**config.mk**
```make
export PLATFORM = sky130hd
export DESIGN_NAME = intr_cor_reg
export DESIGN_NICKNAME = d
export VERILOG_FILES = /design/src/rtl/intr_pkg.sv /design/src/rtl/intr_temp_monitor.sv /design/src/rtl/intr_src_gate.sv /design/src/rtl/intr_pend_bank.sv /design/src/rtl/intr_read_port.sv /design/src/rtl/intr_cor_reg.sv
export SDC_FILE = /design/constraint.sdc
export NUM_CORES = 1
export LEC_CHECK = 0
export CORE_MARGIN = 2
export CORE_UTILIZATION = 59
export CTS_BUF_LIST = sky130_fd_sc_hd__clkbuf_16
export DETAILED_ROUTE_END_ITERATION = 12
export DONT_BUFFER_PORTS = 1
export GPL_TIMING_DRIVEN = 0
export PLACE_DENSITY_LB_ADDON = 0.25
export SETUP_SLACK_MARGIN = 0.05
export SYNTH_ARGS = -nofsm -noshare
export SYNTH_HDL_FRONTEND = slang
export SYNTH_HIERARCHICAL = 1
export SYNTH_SLANG_ARGS = --single-unit
```
**constraint.sdc**
```tcl
create_clock -name clk -period 1.2 [get_ports clk]
set_input_delay 0.24 -clock clk [delete_from_list [all_inputs] [get_ports clk]]
set_output_delay 0.24 -clock clk [all_outputs]
set_load 0.03 [all_outputs]
```
**src/rtl/intr_pkg.sv**
```systemverilog
// Package intr_pkg
// Shared constants and the per-bit next-state rule of the pending register.
// Assumes: callers apply the rule once per clock edge per bit.
package intr_pkg;

    // Default number of interrupt sources and over-temperature position.
    localparam int unsigned DEF_NUM_SRC  = 8;
    localparam int unsigned DEF_TEMP_IDX = 0;

    // Next value of one pending bit: a new set wins over a same-cycle clear.
    function automatic logic pend_next(input logic cur, input logic clr, input logic set);
        return set | (cur & ~clr);
    endfunction

endpackage

```
**src/rtl/intr_temp_monitor.sv**
```systemverilog
// Module intr_temp_monitor
// Registers the over-temperature level as a status bit and reports a
// rising edge of it as a one-cycle request. Never drives any shutdown.
// Assumes: temp_hot_i is already synchronous to clk.
module intr_temp_monitor (
    input  logic clk,
    input  logic rst_n,
    input  logic temp_hot_i,
    output logic temp_stat_o,
    output logic temp_rise_o
);

    logic temp_q;

    // Status register: follows the condition one edge later.
    always_ff @(posedge clk) begin
        if (!rst_n) begin
            temp_q <= 1'b0;
        end else begin
            temp_q <= temp_hot_i;
        end
    end

    // Rising-edge request: high now, low at the previous edge.
    always_comb begin
        temp_rise_o = temp_hot_i & ~temp_q;
    end

    assign temp_stat_o = temp_q;

endmodule

```
**src/rtl/intr_src_gate.sv**
```systemverilog
// Module intr_src_gate
// Qualifies each source event with its enable bit; the over-temperature
// rise request joins the source at TEMP_IDX before gating.
// Assumes: TEMP_IDX < NUM_SRC.
module intr_src_gate #(
    parameter int unsigned NUM_SRC  = 8,
    parameter int unsigned TEMP_IDX = 0
) (
    input  logic [NUM_SRC-1:0] evt_i,
    input  logic [NUM_SRC-1:0] en_i,
    input  logic               temp_rise_i,
    output logic [NUM_SRC-1:0] set_o
);

    for (genvar g = 0; g < NUM_SRC; g++) begin : g_src
        if (g == TEMP_IDX) begin : g_temp
            // Temperature position: own event or temperature rise, gated.
            always_comb begin
                set_o[g] = (evt_i[g] | temp_rise_i) & en_i[g];
            end
        end else begin : g_plain
            // Ordinary position: event gated by its enable.
            always_comb begin
                set_o[g] = evt_i[g] & en_i[g];
            end
        end
    end

endmodule

```
**src/rtl/intr_pend_bank.sv**
```systemverilog
// Module intr_pend_bank
// One sticky flop per source. Set requests win over a same-cycle clear.
// Assumes: clr_i only carries bits that were pending when read.
module intr_pend_bank #(
    parameter int unsigned NUM_SRC = 8
) (
    input  logic               clk,
    input  logic               rst_n,
    input  logic [NUM_SRC-1:0] set_i,
    input  logic [NUM_SRC-1:0] clr_i,
    output logic [NUM_SRC-1:0] pend_o
);

    import intr_pkg::*;

    for (genvar g = 0; g < NUM_SRC; g++) begin : g_bit
        logic pend_q;

        // Sticky pending flop for source g.
        always_ff @(posedge clk) begin
            if (!rst_n) begin
                pend_q <= 1'b0;
            end else begin
                pend_q <= pend_next(pend_q, clr_i[g], set_i[g]);
            end
        end

        assign pend_o[g] = pend_q;
    end

endmodule

```
**src/rtl/intr_read_port.sv**
```systemverilog
// Module intr_read_port
// Captures the pending register on a read strobe and requests a clear of
// exactly the captured bits on the same edge.
// Assumes: one strobe cycle per read access.
module intr_read_port #(
    parameter int unsigned NUM_SRC = 8
) (
    input  logic               clk,
    input  logic               rst_n,
    input  logic               rd_stb_i,
    input  logic [NUM_SRC-1:0] pend_i,
    output logic [NUM_SRC-1:0] clr_o,
    output logic [NUM_SRC-1:0] rd_data_o
);

    logic [NUM_SRC-1:0] snap_q;

    // Clear request: the bits being returned in this access.
    always_comb begin
        clr_o = rd_stb_i ? pend_i : '0;
    end

    // Snapshot register: holds the last returned value.
    always_ff @(posedge clk) begin
        if (!rst_n) begin
            snap_q <= '0;
        end else if (rd_stb_i) begin
            snap_q <= pend_i;
        end
    end

    assign rd_data_o = snap_q;

endmodule

```
**src/rtl/intr_cor_reg.sv**
```systemverilog
// Module intr_cor_reg (top)
// Clear-on-read interrupt collector with an open-drain style output
// modelled as a drive-low enable and an over-temperature source.
// Assumes: all inputs synchronous to clk; rst_n is the system reset.
module intr_cor_reg #(
    parameter int unsigned NUM_SRC  = intr_pkg::DEF_NUM_SRC,
    parameter int unsigned TEMP_IDX = intr_pkg::DEF_TEMP_IDX
) (
    input  logic               clk,
    input  logic               rst_n,
    input  logic [NUM_SRC-1:0] evt_i,
    input  logic [NUM_SRC-1:0] en_i,
    input  logic               temp_hot_i,
    input  logic               rd_stb_i,
    output logic [NUM_SRC-1:0] rd_data_o,
    output logic               irq_drive_low_o,
    output logic               temp_stat_o
);

    logic               temp_rise;
    logic [NUM_SRC-1:0] set_req;
    logic [NUM_SRC-1:0] clr_req;
    logic [NUM_SRC-1:0] pend_q;

    intr_temp_monitor u_temp (
        .clk         (clk),
        .rst_n       (rst_n),
        .temp_hot_i  (temp_hot_i),
        .temp_stat_o (temp_stat_o),
        .temp_rise_o (temp_rise)
    );

    intr_src_gate #(.NUM_SRC(NUM_SRC), .TEMP_IDX(TEMP_IDX)) u_gate (
        .evt_i       (evt_i),
        .en_i        (en_i),
        .temp_rise_i (temp_rise),
        .set_o       (set_req)
    );

    intr_pend_bank #(.NUM_SRC(NUM_SRC)) u_bank (
        .clk    (clk),
        .rst_n  (rst_n),
        .set_i  (set_req),
        .clr_i  (clr_req),
        .pend_o (pend_q)
    );

    intr_read_port #(.NUM_SRC(NUM_SRC)) u_rd (
        .clk       (clk),
        .rst_n     (rst_n),
        .rd_stb_i  (rd_stb_i),
        .pend_i    (pend_q),
        .clr_o     (clr_req),
        .rd_data_o (rd_data_o)
    );

    // Line driver: pull low while any bit is pending.
    always_comb begin
        irq_drive_low_o = |pend_q;
    end

endmodule

```
==> metrics.cfg <==
[route]
vias = 511
drt-initial-drc-count = 0
ant_nets = 0
via_per_inst = 5.38
dr.pass1.iters = 1
wl_met1_um = 592
highest_layer = met4
wl_met3_um = 86
wl_per_cell_um = 15.6
drc = 0
wirelength_um = 1490
route.met2.wl_um = 798

[sta]
hold_viol_final = 0
post-route-period-util_pct = 107
fmax_mhz = 780
finClkSkew_ns = 0.000482
worst_pin_slew_ns = 0.394
rsz0062_at_grt = yes
finalCriticalPeriod_ns = 1.28
final_max_slew_viol_count = 0
max-slew-margin-rel_pct = 73.7
setup_ws_ns = -0.0828
setup_viol = 1
holdWs_ns = 0.120

[placed_design]
dp_hpwl_um = 1040
placed_area_um2 = 902
place_congestion = 0.720
dp.cells = 96
io_buffers = 0

[global_routing]
grt_max_degree = 11
antenna_found_initial = 0
grtUsageTotal_pct = 18.6
grt_pass1_wl_um = 2460
grt_overflow = 0
grt_pass1_vias = 523

[yosys]
synthCells = 81
synth.area.top_cells = dfxtp_1, o21a_1, nor2b_4
syn_area_per_cell_um2 = 10.9
yosys-top-cells-count = dfxtp_1, o21a_1, buf_4, nor2b_4
synth-seq-cells = 17
yosys_warnings = 6
netlist_area_um2 = 883
synth_ff_type = dfxtp_1
synth-edff-count = 0
ys_seq_area_share_pct = 38.5
synth_top_area_share_pct = 38.5
async_flop_share_pct = 0
ys_types = 12
synth_top_cell_by_area = dfxtp_1
syn_nets = 101

[critical_path]
crit_path_max_fanout = 3
crit_required_ns = 0.96
cpLargestDelayFamily = simple AND/OR/NAND/NOR gates
critPathLaunchType = flip-flop
reg2reg_from = u_temp/temp_stat_o
critPathSlowestCell = dfxtp_2
cp-end-kind = output pin
path_cells = nor4_4 -> nand2_2
critPathMaxStageDelay_ns = 0.33
crit_start = u_bank/g_bit[4].pend_q
cp_num_buf_inv = 0
crit_type = reg -> out
worstPathArrival_ns = 1.04

[power_and_ir_drop]
cellLeakagePower_nw = 0.401
ir_drop_mv = 1.02
total_power_mw = 1.49
power.density_nw_per_um2 = 1510

[finish]
num-fill-cells = 110
multi_input_area_um2 = 493
finish.utilization_pct = 72.9
diodes = 0
post-route-cell-area_um2 = 985
syn_to_final_growth_pct = 11.5
instances_no_fill = 95
drive_gt1_share_pct = 51.2
seq_area_um2 = 348
nets = 101

[run_status]
status = finished, violations left
violations = negative setup slack

[die]
io_pins = 30
rows = 13
fp.coreArea_um2 = 1350
die-area_um2 = 1820
initial_core_util_pct = 65.4
dieWidth_um = 42.7
fp.dieH_um = 42.7

[clock_network]
cts.htree.levels = 1
clock_path_buffers = 2
cts_tree = yes
clkSinkCount = 17
clk_pin_slew_worst_paths_ns = 0.05
worstSkewPairLatency_ns = 0.25
cts-root-buf = clkbuf_16
cts_made_buffers = 3
hold_buffers = 0

[hold_path]
hp-class = in -> reg
hold_start = temp_hot_i

[job]
drv_cap = 0

[area by class of cell]
type	count	share of cell area, %
clock inverters	1	0.508
flip-flops and latches	17	35.3
clock buffers	3	7.62
multi-input cells	53	50.1
repair buffers	1	0.762
well taps	15	1.91
plain buffers	5	3.81
[sequential cells by signal, indices dropped and copies added, names as in the netlist]
register             count
u_bank/g_bit.pend_q      8
u_rd/rd_data_o           8
u_temp/temp_stat_o       1
[metal layers]
layer,up-vias,GRT usage [%]
met3,2,5.11
met1,243,21.8
li1,251,-
met2,15,30.6
met5,-,0
met4,0,9.38
[final timing paths]
path | slack (ns) | to | depth (start not counted)
worst min-delay path | 0.12 | u_temp/temp_stat_o | 1
worst max-delay path | -0.08 | irq_drive_low_o | 2
worst min register to register | 0.58 | u_bank/g_bit[1].pend_q | 2
worst max register to register | 0.12 | u_bank/g_bit[0].pend_q | 3
[layout by cell type, fill, tap and decap left out, drive strengths merged]
cell / n
o21a: 17
dfxtp: 17
and2: 16
nor2b: 11
and2b: 6
buf: 6
clkbuf: 3
nor4: 2
nand2: 1
clkinv: 1
[per-stage QoR]
stage | TNS, ns | setup WS, ns
global placement | -0.0308 | -0.0308
global route | -0.127 | -0.127
detailed placement | 0 | 0.00453
floorplan | 0 | 0.0708
CTS | -0.0789 | -0.0789
finish | -0.0828 | -0.0828
[where the power goes]
part           leakage [nW]  internal (mW)  switching (mW)
sequential            0.142          0.600          0.0527
combinational         0.219          0.110          0.0650
clock                0.0409          0.445           0.215
total                 0.401           1.16           0.333
[logic make-up (layout without fill, tap and decap cells)]
family,count (synthesis),count (layout),synth area share (%)
AOI/OAI and AO/OA,17,17,14.4
buffers and inverters,11,10,9.35
and+or+nand+nor,36,36,37.7
DFF,17,17,38.5
[worst reg2reg max path: stages (launching register included)]
cell	delay (ns)
dfxtp_1	0.55
nor2b_4	0.06
o21a_1	0.19
o21a_1	0.17
[timing repair]
item / CTS / global route
gates resized for setup: 11 / 0
gates cloned: 0 / 0
setup endpoints to repair: 1 / 1
pin swaps: 3 / 1
setup buffers: 1 / 0
Note: power is estimated with default switching activity, not from simulation.
